### src/rtl/cond_skip_pkg.sv
package cond_skip_pkg;

  typedef enum logic [1:0] {
    SEQ_IDLE  = 2'd0,
    SEQ_STALL = 2'd1,
    SEQ_SKIP  = 2'd2
  } seqState_t;

  // strobes from sequencing control towards the datapath
  typedef struct packed {
    logic evalEn;
    logic stallOut;
    logic skipOut;
  } skipStrobe_t;

  // low three opcode bits select the comparison
  typedef enum logic [2:0] {
    TST_ANY_SET  = 3'd0,
    TST_NONE_SET = 3'd1,
    TST_EQ       = 3'd2,
    TST_NE       = 3'd3,
    TST_GT_U     = 3'd4,
    TST_GT_S     = 3'd5,
    TST_LT_U     = 3'd6,
    TST_LT_S     = 3'd7
  } testSel_t;

  localparam int unsigned NUM_TESTS = 8;

endpackage

### src/rtl/cond_eval.sv
module cond_eval
  import cond_skip_pkg::*;
#(
  parameter int unsigned DATA_W = 16
) (
  input  logic [DATA_W-1:0] opB,
  input  logic [DATA_W-1:0] opA,
  input  logic [2:0]        testSel,
  output logic              pass
);

  logic [NUM_TESTS-1:0] passVec;
  logic [DATA_W-1:0]    andVal;

  assign andVal = opB & opA;

  for (genvar t = 0; t < NUM_TESTS; t++) begin : g_test
    if (t == int'(TST_ANY_SET)) begin : g_any
      assign passVec[t] = |andVal;
    end else if (t == int'(TST_NONE_SET)) begin : g_none
      assign passVec[t] = ~(|andVal);
    end else if (t == int'(TST_EQ)) begin : g_eq
      assign passVec[t] = (opB == opA);
    end else if (t == int'(TST_NE)) begin : g_ne
      assign passVec[t] = (opB != opA);
    end else if (t == int'(TST_GT_U)) begin : g_gtu
      assign passVec[t] = (opB > opA);
    end else if (t == int'(TST_GT_S)) begin : g_gts
      assign passVec[t] = ($signed(opB) > $signed(opA));
    end else if (t == int'(TST_LT_U)) begin : g_ltu
      assign passVec[t] = (opB < opA);
    end else begin : g_lts
      assign passVec[t] = ($signed(opB) < $signed(opA));
    end
  end

  assign pass = passVec[testSel];

endmodule

### src/rtl/cond_skip_datapath.sv
module cond_skip_datapath
  import cond_skip_pkg::*;
#(
  parameter int unsigned DATA_W    = 16,
  parameter int unsigned OPC_W     = 5,
  parameter int unsigned COND_BASE = 16,
  parameter int unsigned MAX_EXTRA = 2,
  localparam int unsigned EXTRA_W  = $clog2(MAX_EXTRA + 1),
  localparam int unsigned ADV_W    = $clog2(MAX_EXTRA + 2)
) (
  input  logic               clk,
  input  logic               rst_n,
  input  skipStrobe_t        strobe,
  input  logic [OPC_W-1:0]   opcode,
  input  logic [DATA_W-1:0]  opB,
  input  logic [DATA_W-1:0]  opA,
  input  logic [EXTRA_W-1:0] nextExtraWords,
  output logic               condFail,
  output logic [ADV_W-1:0]   skipAdvance
);

  localparam logic [OPC_W-1:0] BASE_OPC = OPC_W'(COND_BASE);

  logic isCond;
  logic pass;

  assign isCond = (opcode[OPC_W-1:3] == BASE_OPC[OPC_W-1:3]);

  cond_eval #(.DATA_W(DATA_W)) eval_i (
    .opB    (opB),
    .opA    (opA),
    .testSel(opcode[2:0]),
    .pass   (pass)
  );

  assign condFail = isCond & ~pass;

  always_comb begin
    skipAdvance = '0;
    if (strobe.skipOut) begin
      skipAdvance = ADV_W'(1) + ADV_W'(nextExtraWords);
    end
  end

  // equal operands never fail the equality test
  a_r2_eq_pass: assert property (@(posedge clk) disable iff (!rst_n)
    (opcode == BASE_OPC + OPC_W'(2) && opB == opA) |-> !condFail);

  // disjoint operands always fail the any-bit-set test
  a_r1_and_zero: assert property (@(posedge clk) disable iff (!rst_n)
    (opcode == BASE_OPC && (opB & opA) == '0) |-> condFail);

  // no advance outside a skip
  a_r11_idle_advance: assert property (@(posedge clk) disable iff (!rst_n)
    !strobe.skipOut |-> skipAdvance == '0);

  // advance during a skip spans one to MAX_EXTRA+1 words
  a_r7_advance_range: assert property (@(posedge clk) disable iff (!rst_n)
    (strobe.skipOut && nextExtraWords <= EXTRA_W'(MAX_EXTRA)) |->
      (skipAdvance != '0 && skipAdvance <= ADV_W'(MAX_EXTRA + 1)));

endmodule

### src/rtl/cond_skip_control.sv
module cond_skip_control
  import cond_skip_pkg::*;
(
  input  logic        clk,
  input  logic        rst_n,
  input  logic        instValid,
  input  logic        condFail,
  input  logic        nextIsCond,
  output skipStrobe_t strobe
);

  seqState_t stateQ, stateD;

  always_comb begin
    stateD = stateQ;
    unique case (stateQ)
      SEQ_IDLE:  if (instValid && condFail) stateD = SEQ_STALL;
      SEQ_STALL: stateD = SEQ_SKIP;
      SEQ_SKIP:  if (!nextIsCond) stateD = SEQ_IDLE;
      default:   stateD = SEQ_IDLE;
    endcase
  end

  always_ff @(posedge clk or negedge rst_n) begin
    if (!rst_n) stateQ <= SEQ_IDLE;
    else        stateQ <= stateD;
  end

  assign strobe.evalEn   = instValid && (stateQ == SEQ_IDLE);
  assign strobe.stallOut = (stateQ == SEQ_STALL);
  assign strobe.skipOut  = (stateQ == SEQ_SKIP);

  // a failure seen while idle is followed by the penalty cycle
  a_r6_fail_stall: assert property (@(posedge clk) disable iff (!rst_n)
    (instValid && condFail && !strobe.stallOut && !strobe.skipOut) |=> strobe.stallOut);

  // the penalty lasts one cycle and hands over to skipping
  a_r6_stall_single: assert property (@(posedge clk) disable iff (!rst_n)
    strobe.stallOut |=> (strobe.skipOut && !strobe.stallOut));

  // a pass or non-conditional while idle starts nothing
  a_r5_pass_quiet: assert property (@(posedge clk) disable iff (!rst_n)
    (!strobe.stallOut && !strobe.skipOut && !(instValid && condFail)) |=>
      (!strobe.stallOut && !strobe.skipOut));

  // a conditional under the skip keeps the skip going
  a_r8_chain: assert property (@(posedge clk) disable iff (!rst_n)
    (strobe.skipOut && nextIsCond) |=> strobe.skipOut);

  // a non-conditional under the skip ends it
  a_r8_end: assert property (@(posedge clk) disable iff (!rst_n)
    (strobe.skipOut && !nextIsCond) |=> (!strobe.skipOut && !strobe.stallOut));

  // never stalling and skipping together
  a_r9_exclusive: assert property (@(posedge clk) disable iff (!rst_n)
    !(strobe.stallOut && strobe.skipOut));

endmodule

### src/rtl/cond_skip_unit.sv
module cond_skip_unit
  import cond_skip_pkg::*;
#(
  parameter int unsigned DATA_W    = 16,
  parameter int unsigned OPC_W     = 5,
  parameter int unsigned COND_BASE = 16,
  parameter int unsigned MAX_EXTRA = 2,
  localparam int unsigned EXTRA_W  = $clog2(MAX_EXTRA + 1),
  localparam int unsigned ADV_W    = $clog2(MAX_EXTRA + 2)
) (
  input  logic               clk,
  input  logic               rst_n,
  input  logic               inst_valid,
  input  logic [OPC_W-1:0]   opcode,
  input  logic [DATA_W-1:0]  op_b,
  input  logic [DATA_W-1:0]  op_a,
  input  logic               next_is_cond,
  input  logic [EXTRA_W-1:0] next_extra_words,
  output logic               stall_req,
  output logic               skip_active,
  output logic [ADV_W-1:0]   skip_advance
);

  skipStrobe_t strobe;
  logic        condFail;

  cond_skip_control ctrl_i (
    .clk       (clk),
    .rst_n     (rst_n),
    .instValid (inst_valid),
    .condFail  (condFail),
    .nextIsCond(next_is_cond),
    .strobe    (strobe)
  );

  cond_skip_datapath #(
    .DATA_W   (DATA_W),
    .OPC_W    (OPC_W),
    .COND_BASE(COND_BASE),
    .MAX_EXTRA(MAX_EXTRA)
  ) dp_i (
    .clk           (clk),
    .rst_n         (rst_n),
    .strobe        (strobe),
    .opcode        (opcode),
    .opB           (op_b),
    .opA           (op_a),
    .nextExtraWords(next_extra_words),
    .condFail      (condFail),
    .skipAdvance   (skip_advance)
  );

  assign stall_req   = strobe.stallOut;
  assign skip_active = strobe.skipOut;

endmodule

### config.mk
export PLATFORM = sky130hd
export DESIGN_NAME = cond_skip_unit
export DESIGN_NICKNAME = d
export VERILOG_FILES = /design/src/rtl/cond_skip_pkg.sv /design/src/rtl/cond_eval.sv /design/src/rtl/cond_skip_datapath.sv /design/src/rtl/cond_skip_control.sv /design/src/rtl/cond_skip_unit.sv
export SDC_FILE = /design/constraint.sdc
export NUM_CORES = 1
export LEC_CHECK = 0
export ABC_AREA = 1
export BUFFER_PORTS_ARGS = -buffer_cell sky130_fd_sc_hd__buf_2
export CORE_MARGIN = 10
export CORE_UTILIZATION = 38
export DETAILED_ROUTE_END_ITERATION = 8
export PLACE_DENSITY = 0.71
export SYNTH_ARGS = -nofsm -noshare
export SYNTH_HDL_FRONTEND = slang
export SYNTH_HIERARCHICAL = 1
export SYNTH_SLANG_ARGS = --single-unit
### constraint.sdc
create_clock -name clk -period 2.14 [get_ports clk]
set_input_delay 0.321 -clock clk [delete_from_list [all_inputs] [get_ports clk]]
set_output_delay 0.321 -clock clk [all_outputs]
set_load 0.01 [all_outputs]
[Word level (Yosys, flattened, before mapping)]
Cells that the tools add are included.
Cells by class
  $add $sub $neg: 1
  order comparisons: 5
  equal/unequal tests: 7
  muxes and demuxes: 6
  bitwise operators: 4
  reduce and logical (&&, ||, !) cells: 4
Operators with widths (number)
  $gt 16x16->1: 2
  $lt 16x16->1: 2
  $and 16x16->16: 1
  $eq 16x16->1: 1
  $ne 16x16->1: 1
  $reduce_or 16->1: 1
  $mux 2: 3
  $pmux 2 s3: 1
  $eq 2x2->1 const B: 2
  $lt 3x4->1 const B: 1
  $bmux 1 s3: 1
  $add 1x2->2 const A: 1
  $eq 2x1->1 const B: 1
  $logic_not 2->1: 1
  $ne 2x1->1 const B: 1
  $ne 2x2->1 const B: 1
  $not 1->1: 2
  $reduce_and 2->1: 1
  $and 1x1->1: 1
  $logic_and 1x1->1: 1
  $mux 1: 1
Storage, ports and cells
  register bits: 2
  bits of input ports: 43
  logic and storage cells: 28

[Longest topological paths before layout]
Gate-level depths: netlist (run 1).
  depth after elaboration: 10
  mapped depth: 16
  depth with buffers taken out: 16

[Hierarchy]
The synthesis (run 1) kept the hierarchy.
By module, submodules not included
  cond_eval: instances 1, cells an instance 116, area an instance 804.5 µm²
  cond_skip_control: instances 1, cells an instance 15, area an instance 108.9 µm²
  cond_skip_datapath: instances 1, cells an instance 7, area an instance 35.0 µm²

[Worst setup path before layout (run 1)]
No wires, ideal clock.
  kind: input to register
  start: input port op_a[15]
  end: register ctrl_i.stateQ[0]
  library setup time: 0.071 ns
  arrival: 1.661 ns
  slack: 0.408 ns
  stages: 16
  path buffers: 0
  cell sequence: inv_1 ha_1 nand2_2 nor2_4 nand2_2 nor2_4 nand2_1 nand3_1 nand2_1 nand2_1 nand2_1 nand3_1 nand2_1 nor3b_2 inv_1 nor2_1
Between the ends
  cells in the longest elaborated chain, start to end: 10
  elaborated cells on any way between the ends: 16
  those cells by class: 4 x order compare; 3 x eq/ne; 2 x mux; 4 x bitwise; 3 x reduce/logical
RTL lines
  start: declaration: line cond_skip_unit.sv:16  | input logic [DATA_W-1:0] op_a,
  parallel branches: the longest is 3 deep, another holds $gt 16x16->1
  $bmux 1 s3 (*): line cond_eval.sv:37  | assign pass = passVec[testSel];
  $mux 1 (not written as such) (*): line cond_eval.sv:37
  net dp_i.pass: line cond_skip_datapath.sv:25  | logic pass;
  $not 1->1 (*): line cond_skip_datapath.sv:36  | assign condFail = isCond & ~pass;
  $and 1x1->1 (*): line cond_skip_datapath.sv:36
  net condFail: line cond_skip_unit.sv:25  | logic condFail;
  $logic_and 1x1->1 (*): line cond_skip_control.sv:17  | SEQ_IDLE: if (instValid && condFail) stateD = SEQ_STALL;
  $ne 2x1->1 (no line) (*)
  $reduce_and 2->1 (no line) (*)
  end signal: assignment: line cond_skip_control.sv:26  | else stateQ <= stateD;
  end: declaration: line cond_skip_control.sv:12  | seqState_t stateQ, stateD;
Mark *: on every way through the listed nets, which the timed path passes. The select of a mux whose other input is x is not followed.
A chain may end at the register's enable or synchronous reset.

[Worst setup path after layout (run 1)]
Ends and elaborated chain as after synthesis.

==> results.txt, run 1 <==
status: completed
Num CTS Buffers: 3
Remaining DRCs: 0
Top Registers: ctrl_i/stateQ (2)
number of antenna diodes: 0
gr usage total: 0.0847
# nets final: 263
Mean Syn Cell Area: 6.90 sq um
CP startpoint kind: input pin
P&R area growth vs syn: 31.0%
pin count of the biggest net entering global routing: 5
Clock Latency Late Sink: 0.22 ns
Post-Route WL: 2130 um
FMAX: 579 MHz
initial antenna violation count: 0
Largest register FFs: 2
Die X: 69.9 um
cells after synthesis: 137
Worst-path clk slew: 0.03 ns
crit-path max FO: 3
wire length of the first global-routing pass: 3750 um
grt total ovfl: 0
Hold Vio Cnt, Final: 0
Most Used Layer, Global Route: met2
met3 usage: 0.0282
Final Critical Period: 1.73 ns
cell area after layout: 1240 sq um
Setup TNS Final: 0 ns
Detailed Route Iter0 Violations: 12
I/O pin total: 47
GPL Wtd Cong: 0.776
H-tree levels: 1
YS warnings: 6
Tightest Pin Transition: 0.293 ns
postcts setup bufs: 0
fraction of layout cells with a size suffix above 1: 0.339
antenna viol nets, final: 0
worst vdd ir: 0.230 mV
Syn Std Cell Area: 945 sq um
pwr dens: 247 nW/um^2
part of the cycle the worst path needs: 0.807
CTS Buffer Depth: 2
Worst Path Required: 2.28 ns
MaxCap Viol Count: 0
Chip Height: 69.9 um
Fin Clk Skew: 0.00503 ns
met1 usage: 0.0978
clk root buf: clkbuf_4
Avg Vias per Cell: 4.27
CTS Sinks: 2
initial core utilization: 0.388
Placed Area: 1200 sq um
Setup CP Type: input pin to flop
# fillers: 261
Mapped Nets: 212
Arr. time, crit path: 1.87 ns
Top reg by flops: ctrl_i/stateQ
Final setup viols: 0
commonest cells after routing, fill and taps aside: buf_2, ha_1, inv_1
GRT met2 Usage: 0.149
vias post-DR: 923
detailed placement HPWL: 2000 um
port bufs: 46
Avg WL per Cell: 9.88 um
vias in the first global route: 947
Std-Cell Rows: 18
Max Slew Vio Count: 0
HP Class: input pin to flop
RSZ-0062 raised after global routing: no
Worst slew margin: 0.803
TritonCTS clock tree: done
commonest non-fill, non-tap cell in the layout: buf_2
total die area: 4880 sq um
Pleak: 0.799 nW
drt pass-1 iters: 2
core area: 2430 sq um
endpoint type of the worst setup path: flop
[final timing paths]
path / start / cells after the start / end / slack, ns
worst min register to register: ctrl_i/stateQ[0] / 3 / ctrl_i/stateQ[0] / 0.54
worst min-delay path: inst_valid / 3 / ctrl_i/stateQ[0] / 0.33
worst max register to register: ctrl_i/stateQ[1] / 3 / ctrl_i/stateQ[1] / 1.45
max in group asynchronous: rst_n / 2 / ctrl_i/stateQ[0] / 1.62
min in group asynchronous: rst_n / 2 / ctrl_i/stateQ[1] / 0.42
worst max-delay path: op_a[15] / 17 / ctrl_i/stateQ[0] / 0.41
[final cells by class]
| class | count | area [sq um] | share of cell area |
|---|---|---|---|
| inverter | 32 | 120 | 0.0971 |
| timing repair buffer | 47 | 240 | 0.194 |
| tap | 30 | 37.5 | 0.0303 |
| clock buffer | 3 | 22.5 | 0.0182 |
| sequential | 2 | 50.0 | 0.0404 |
| multi-input combinational | 102 | 767 | 0.620 |
[metrics by stage]
stage | hold slack (ns) | power [W] | instances | utilization | setup WS (ns)
5_1_grt | 0.328 | 0.000346 | 216 | 0.509 | 0.245
3_3_place_gp | 0.107 | 0.000224 | 212 | 0.495 | 0.245
3_5_place_dp | 0.106 | 0.000227 | 212 | 0.495 | 0.202
4_1_cts | 0.332 | 0.000311 | 216 | 0.509 | 0.411
6_report | 0.331 | 0.000306 | 216 | 0.509 | 0.413
2_1_floorplan | 0.0254 | 0.000155 | 137 | - | 0.408
[critical path, stage by stage]
cell and delay, ns:
buf_2 0.09, inv_1 0.04, ha_1 0.31, nand2_2 0.08, nor2_4 0.13, nand2_2 0.07
nor2_4 0.09, nand2_1 0.07, nand3_1 0.08, nand2_1 0.07, nand2_1 0.06, nand2_1 0.05
nand3_1 0.06, nand2_1 0.06, nor3b_2 0.16, inv_1 0.05, nor2_1 0.09
[what timing repair did]
item                                   CTS  global route
hold buffers                             1             0
gates resized for setup                  0             0
endpoints found under the hold margin    2             0
[per-layer routing]
| metal | up-vias | routed length, um |
|---|---|---|
| met1 | 372 | 1010 |
| li1 | 524 | - |
| met2 | 27 | 975 |
| met3 | 0 | 152 |
| met5 | - | 0 |
| met4 | 0 | 0 |
[report_power, final]
part           switching [W]  internal (W)
clock network      0.0000174     0.0000616
registers         0.00000217     0.0000403
logic              0.0000989     0.0000857
No activity file was read; power rests on OpenSTA's default activity.
==> run 2: changes to the inputs <==
--- a/config.mk
+++ b/config.mk
@@ -5,12 +5,12 @@
 export SDC_FILE = /design/constraint.sdc
 export NUM_CORES = 1
 export LEC_CHECK = 0
-export ABC_AREA = 1
+export ABC_AREA = 0
 export BUFFER_PORTS_ARGS = -buffer_cell sky130_fd_sc_hd__buf_2
 export CORE_MARGIN = 10
 export CORE_UTILIZATION = 38
 export DETAILED_ROUTE_END_ITERATION = 8
-export PLACE_DENSITY = 0.71
+export PLACE_DENSITY = 0.76
 export SYNTH_ARGS = -nofsm -noshare
 export SYNTH_HDL_FRONTEND = slang
 export SYNTH_HIERARCHICAL = 1
==> constraint.sdc (replaced) <==
create_clock -name clk -period 1.5 [get_ports clk]
set_input_delay 0.225 -clock clk [delete_from_list [all_inputs] [get_ports clk]]
set_output_delay 0.225 -clock clk [all_outputs]
set_load 0.01 [all_outputs]
==> results.txt, run 2 <==
top-count cell post-synth: ha_1
Synth Flop Type: dfrtp_1
P&R area growth vs syn: 83.2% (was 31.0%)
part of the cycle the worst path needs: 1.27
initial antenna violation count: 0 (unchanged)
YS warnings: 6 (unchanged)
Post-Route WL: 2790 um (was 2130 um)
reg2reg end: ctrl_i/stateQ[1] (unchanged)
share of the synthesized area in the top cell type: 0.475
pwr dens: 360 nW/um^2 (was 247 nW/um^2)
RSZ-0062 raised after global routing: yes (was no)
switching share of total power: 0.352 (was 0.387)
Mean Syn Cell Area: 8.34 sq um (was 6.90 sq um)
TritonCTS clock tree: done (unchanged)
area taken by multi-input logic gates: 876 sq um (was 767 sq um)
Remaining DRCs: 0 (unchanged)
Clock Latency Late Sink: 0.23 ns (was 0.22 ns)
Reg-to-Reg Start: ctrl_i/stateQ[1] (unchanged)
Worst-path clk slew: 0.03 ns (about the same)
worst vdd ir: 0.319 mV (was 0.230 mV)
I/O pin total: 47 (unchanged)
detailed placement HPWL: 2420 um (was 2000 um)
Clock Power Share: 0.218 (was 0.258)
fraction of layout cells with a size suffix above 1: 0.571 (was 0.339)
vias post-DR: 983 (was 923)
FMAX: 524 MHz
WHS Endpoint: ctrl_i/stateQ[1] (was ctrl_i/stateQ[0])
Final setup viols: 1 (was 0)
#FFs+latches synth: 2
CTS Sinks: 2 (unchanged)
Psw: 0.000195 W (was 0.000118 W)
Top Registers: ctrl_i/stateQ (2) (unchanged)
DP Worst Slack: -0.668 ns (was 0.202 ns)
hold_ws: 0.214 ns (was 0.331 ns)
Pleak: 0.820 nW (was 0.799 nW)
crit-path max FO: 3 (unchanged)
GPL Wtd Cong: 0.756 (was 0.776)
grt total ovfl: 0 (unchanged)
Hold Startpoint: next_is_cond (was inst_valid)
Top reg by flops: ctrl_i/stateQ (unchanged)
Tightest Pin Transition: 0.301 ns (was 0.293 ns)
Num CTS Buffers: 3 (unchanged)
drt pass-1 iters: 3 (was 2)
CTS Buffer Depth: 2 (unchanged)
Detailed Route Iter0 Violations: 17 (was 12)
endpoint type of the worst setup path: flop (unchanged)
cell area after layout: 1540 sq um (was 1240 sq um)
Chip Height: 67.1 um (was 69.9 um)
worst-case reg-to-reg path depth: 2 (was 3)
gr usage total: 0.124 (was 0.0847)
reg2reg setup slack: 0.65 ns (was 1.45 ns)
sequential cell area: 50.0 sq um (unchanged)
Hold Vio Cnt, Final: 0 (unchanged)
cells after synthesis: 101 (was 137)
Arr. time, crit path: 2.02 ns (was 1.87 ns)
largest area contributor in the netlist: ha_1
commonest cells after routing, fill and taps aside: buf_2, buf_4, ha_1 (was buf_2, ha_1, inv_1)
Largest register FFs: 2 (unchanged)
Avg WL per Cell: 13.8 um (was 9.88 um)
clk root buf: clkbuf_4 (unchanged)
sequential area share after synthesis: 0.0594
Die X: 67.1 um (was 69.9 um)
pin count of the biggest net entering global routing: 5 (unchanged)
initial core utilization: 0.412 (was 0.388)
HP Class: input pin to flop (unchanged)
port bufs: 46 (unchanged)
wire length of the first global-routing pass: 4470 um (was 3750 um)
Synth async-reset ratio: 1.00
MaxCap Viol Count: 0 (unchanged)
vias in the first global route: 1084 (was 947)
Synth area leaders: ha_1, inv_1, dfrtp_1
# nets final: 252 (was 263)
Cells on Worst Hold Path: 2 (was 3)
Setup CP Type: input pin to flop (unchanged)
Post-synth EDFFs: 0
core area: 2040 sq um (was 2430 sq um)
violated checks: setup timing
Syn Std Cell Area: 842 sq um (was 945 sq um)
Commonest cells post-synth: ha_1, inv_1, a21oi_1
post-synth cell types: 28
commonest non-fill, non-tap cell in the layout: buf_2 (unchanged)
Pint: 0.000360 W (was 0.000188 W)
Fin Clk Skew: 0.00522 ns (was 0.00503 ns)
Final Critical Period: 1.91 ns
Worst slew margin: 0.798 (was 0.803)
CP startpoint kind: input pin (unchanged)
Sequential Power Share: 0.109 (was 0.139)
number of antenna diodes: 0 (unchanged)
Gate power share: 0.673 (was 0.603)
Avg Vias per Cell: 4.87 (was 4.27)
Max Slew Vio Count: 0 (unchanged)
status: complete, but fails checks (was completed)
# fillers: 155 (was 261)
H-tree levels: 1 (unchanged)
Mapped Nets: 176 (was 212)
post-route setup slack: -0.408 ns (was 0.413 ns)
CP startpoint: op_a[13] (was op_a[15])
antenna viol nets, final: 0 (unchanged)
total die area: 4500 sq um (was 4880 sq um)
Placed Area: 1320 sq um (was 1200 sq um)
Setup TNS Final: -0.408 ns (was 0 ns)
Std-Cell Rows: 16 (was 18)
Worst Path Required: 1.61 ns (was 2.28 ns)
==> run 2: routing by layer <==
metal / track usage / routed length (um)
met1: 0.121 / 1080
met2: 0.245 / 1460
met3: 0.0468 / 245
met4: 0.0154 / 0
met5: 0 / 0
==> run 2: metrics by stage <==
step	total power (W)	std cells	util
after CTS	0.000552	202	0.739
final	0.000556	202	0.756
after global routing	0.000616	202	0.756
after detailed placement	0.000375	194	0.644
after floorplan	0.000214	101	-
after global placement	0.000357	194	0.644
==> run 2: power groups by stage <==
stage               registers, W  clock network (W)  logic, W
finish                 0.0000607           0.000121  0.000374
global route           0.0000611           0.000137  0.000418
detailed placement     0.0000611                  0  0.000314
floorplan              0.0000607                  0  0.000153
global placement       0.0000610                  0  0.000296
CTS                    0.0000605           0.000129  0.000363
==> run 2: critical path: stages <==
cell and delay [ns]:
buf_8 0.08, inv_4 0.03, ha_4 0.26, nand4_1 0.15
or3_1 0.39, a21o_1 0.18, a31o_1 0.22, and2_4 0.14
o221ai_2 0.15, nor3b_1 0.06, and2_1 0.13
==> run 2: timing repair <==
item | in CTS | in global routing
pin swaps | 11 | 8
gates cloned | 0 | 0
hold buffers | 1 | 0
gates resized for setup | 23 | 6
endpoints found under the hold margin | 2 | 0
endpoints found under the setup margin | 1 | 1
buffers inserted | 4 | 0
==> run 2: how the worst max path moves through the flow <==
stage	end	slack, ns	cells past startpoint
2_1_floorplan	ctrl_i/stateQ[0]	-0.41	10
3_3_place_gp	ctrl_i/stateQ[0]	-0.60	11
3_5_place_dp	ctrl_i/stateQ[0]	-0.67	11
4_1_cts	ctrl_i/stateQ[0]	-0.43	10
5_1_grt	ctrl_i/stateQ[0]	-0.47	11
6_report	ctrl_i/stateQ[0]	-0.41	11
==> run 2: logic make-up after synthesis <==
kind of cell             Yosys count  share of synthesized area
buffers and inverters             18                     0.0847
adder cells (fa/ha/maj)           32                      0.475
AND/OR/NAND/NOR                   32                      0.241
flip-flops                         2                     0.0594
AO/OA/AOI/OAI                     15                      0.119
XOR/XNOR                           2                     0.0208
==> run 2: area by class of cell <==
type,instances,area share
inverter,17,0.0462
multi-input combinational,81,0.568
clock buffer,3,0.0146
timing repair buffer,72,0.317
tap,27,0.0219
sequential,2,0.0324
==> run 3: changes to the inputs <==
--- a/config.mk
+++ b/config.mk
@@ -10,7 +10,7 @@
 export CORE_MARGIN = 10
 export CORE_UTILIZATION = 38
 export DETAILED_ROUTE_END_ITERATION = 8
-export PLACE_DENSITY = 0.76
+export PLACE_DENSITY = 0.73
 export SYNTH_ARGS = -nofsm -noshare
 export SYNTH_HDL_FRONTEND = slang
 export SYNTH_HIERARCHICAL = 1
==> constraint.sdc (replaced) <==
create_clock -name clk -period 2.3 [get_ports clk]
set_input_delay 0.345 -clock clk [delete_from_list [all_inputs] [get_ports clk]]
set_output_delay 0.345 -clock clk [all_outputs]
set_load 0.01 [all_outputs]
==> results.txt, run 3 (synthesis gave the netlist of run 2 again) <==
# fillers: 219 (was 155)
CP startpoint kind: input pin (unchanged)
Pleak: 0.682 nW (was 0.820 nW)
I/O pin total: 47 (unchanged)
core area: 2040 sq um (unchanged)
Hold Startpoint: next_is_cond (unchanged)
status: completed (was complete, but fails checks)
slowest stage cell, crit path: or3_1 (unchanged)
CP Buf/Inv Count: 2 (unchanged)
Top reg by flops: ctrl_i/stateQ (unchanged)
P&R area growth vs syn: 36.9% (was 83.2%)
grt total ovfl: 0 (unchanged)
# nets final: 229 (was 252)
Post-Route WL: 2240 um (was 2790 um)
MaxCap Viol Count: 0 (unchanged)
vias post-DR: 885 (was 983)
Arr. time, crit path: 2.24 ns (was 2.02 ns)
CTS Sinks: 2 (unchanged)
Remaining DRCs: 0 (unchanged)
Crit. path cell count: 11 (unchanged)
Final setup viols: 0 (was 1)
Worst Path Required: 2.41 ns (was 1.61 ns)
drt pass-1 iters: 4 (was 3)
critical path's top delay family: simple AND/OR/NAND/NOR gates (unchanged)
Max Slew Vio Count: 0 (unchanged)
HP Class: input pin to flop (unchanged)
Detailed Route Iter0 Violations: 11 (was 17)
GPL Wtd Cong: 0.690 (was 0.756)
Avg Vias per Cell: 4.94 (was 4.87)
Worst-path clk slew: 0.03 ns (about the same)
gr usage total: 0.108 (was 0.124)
Fin Clk Skew: 0.00539 ns (was 0.00522 ns)
worst-case reg-to-reg path depth: 2 (unchanged)
Clock Latency Late Sink: 0.23 ns (about the same)
RSZ-0062 raised after global routing: no (was yes)
part of the cycle the worst path needs: 0.927
initial core utilization: 0.412 (unchanged)
Reg-to-Reg Start: ctrl_i/stateQ[1] (unchanged)
clk root buf: clkbuf_4 (unchanged)
pwr dens: 244 nW/um^2 (was 360 nW/um^2)
CP Cell Sequence: buf_2, inv_1, ha_1, nand4_1, or3_1, a21o_1, a31o_1, and2_4, o221ai_2, nor3b_1, and2_1 (was buf_8, inv_4, ha_4, nand4_1, or3_1, a21o_1, a31o_1, and2_4, o221ai_2, nor3b_1, and2_1)
Non-Filler Instances: 179 (was 202)
H-tree levels: 1 (unchanged)
Hold Vio Cnt, Final: 0 (unchanged)
port bufs: 46 (unchanged)
total die area: 4500 sq um (unchanged)
number of antenna diodes: 0 (unchanged)
endpoint type of the worst setup path: flop (unchanged)
Worst slew margin: 0.789 (was 0.798)
Top Registers: ctrl_i/stateQ (2) (unchanged)
worst vdd ir: 0.221 mV (was 0.319 mV)
pin count of the biggest net entering global routing: 5 (unchanged)
Setup CP Type: input pin to flop (unchanged)
fraction of layout cells with a size suffix above 1: 0.375 (was 0.571)
CP startpoint: op_a[15] (was op_a[13])
Cells on Worst Hold Path: 2 (unchanged)
Die X: 67.1 um (unchanged)
CP max stage delay: 0.40 ns (was 0.39 ns)
Avg WL per Cell: 12.5 um (was 13.8 um)
Largest register FFs: 2 (unchanged)
Std-Cell Rows: 16 (unchanged)
wire length of the first global-routing pass: 4000 um (was 4470 um)
initial antenna violation count: 0 (unchanged)
commonest non-fill, non-tap cell in the layout: buf_2 (unchanged)
TritonCTS clock tree: done (unchanged)
CTS Buffer Depth: 2 (unchanged)
crit-path max FO: 4 (was 3)
commonest cells after routing, fill and taps aside: buf_2, ha_1, inv_1 (was buf_2, buf_4, ha_1)
Chip Height: 67.1 um (unchanged)
Final Critical Period: 2.13 ns
FMAX: 469 MHz
antenna viol nets, final: 0 (unchanged)
postcts setup bufs: 0 (was 4)
Num CTS Buffers: 3 (unchanged)
Setup TNS Final: 0 ns (was -0.408 ns)
Tightest Pin Transition: 0.313 ns (was 0.301 ns)
detailed placement HPWL: 2090 um (was 2420 um)
Placed Cells: 175 (was 194)
vias in the first global route: 1026 (was 1084)
run 3: cell count changes in the layout (fill, tap and decap cells not counted), sizes merged:
cell / before / now
buf: 71 / 48
run 3: final cells by class:
| class | count | area (sq um) | share of cell area |
|---|---|---|---|
| Inverter | 17 | 63.8 | 0.0554 |
| Timing Repair Buffer | 49 | 255 | 0.221 |
| Tap cell | 27 | 33.8 | 0.0293 |
| Clock buffer | 3 | 22.5 | 0.0195 |
| Sequential cell | 2 | 50.0 | 0.0434 |
| Multi-Input combinational cell | 81 | 727 | 0.631 |
run 3: repair_timing:
action                     in CTS  in global routing
hold buffers                    1                  0
setup endpoints to repair       0                  1
gates resized for setup         0                  1
hold endpoints to repair        2                  0
run 3: path summary, 6_finish.rpt:
path                            slack [ns]               end
worst max-delay path                  0.17  ctrl_i/stateQ[0]
max in group asynchronous             1.75  ctrl_i/stateQ[0]
worst min register to register        0.60  ctrl_i/stateQ[0]
min in group asynchronous             0.45  ctrl_i/stateQ[1]
worst max register to register        1.45  ctrl_i/stateQ[1]
worst min-delay path                  0.33  ctrl_i/stateQ[1]
run 3: power breakdown:
group	total (W)	leakage (nW)	switching [W]	internal (W)
clock network	0.0000804	0.0138	0.0000226	0.0000577
registers	0.0000396	0.0273	0.00000190	0.0000377
logic	0.000161	0.641	0.0000771	0.0000839
total	0.000281	0.682	0.000102	0.000179
run 3: stage by stage:
step                power (W)   util  area (sq um)  hold WS (ns)  setup slack (ns)
finish               0.000281  0.564          1150         0.328             0.168
global route         0.000321  0.564          1150         0.328            0.0368
CTS                  0.000287  0.561          1150         0.322             0.189
detailed placement   0.000200  0.545          1110         0.132           -0.0420
global placement     0.000194  0.545          1110         0.130            0.0265
floorplan            0.000127      -           842        0.0494             0.182
run 3: layer usage:
metal | GRT usage | part of all wire | up-vias
li1 | - | - | 454
met1 | 0.106 | 0.39 | 397
met2 | 0.209 | 0.51 | 30
met3 | 0.0368 | 0.091 | 4
met4 | 0.0308 | 0.011 | 0
met5 | 0 | 0 | -
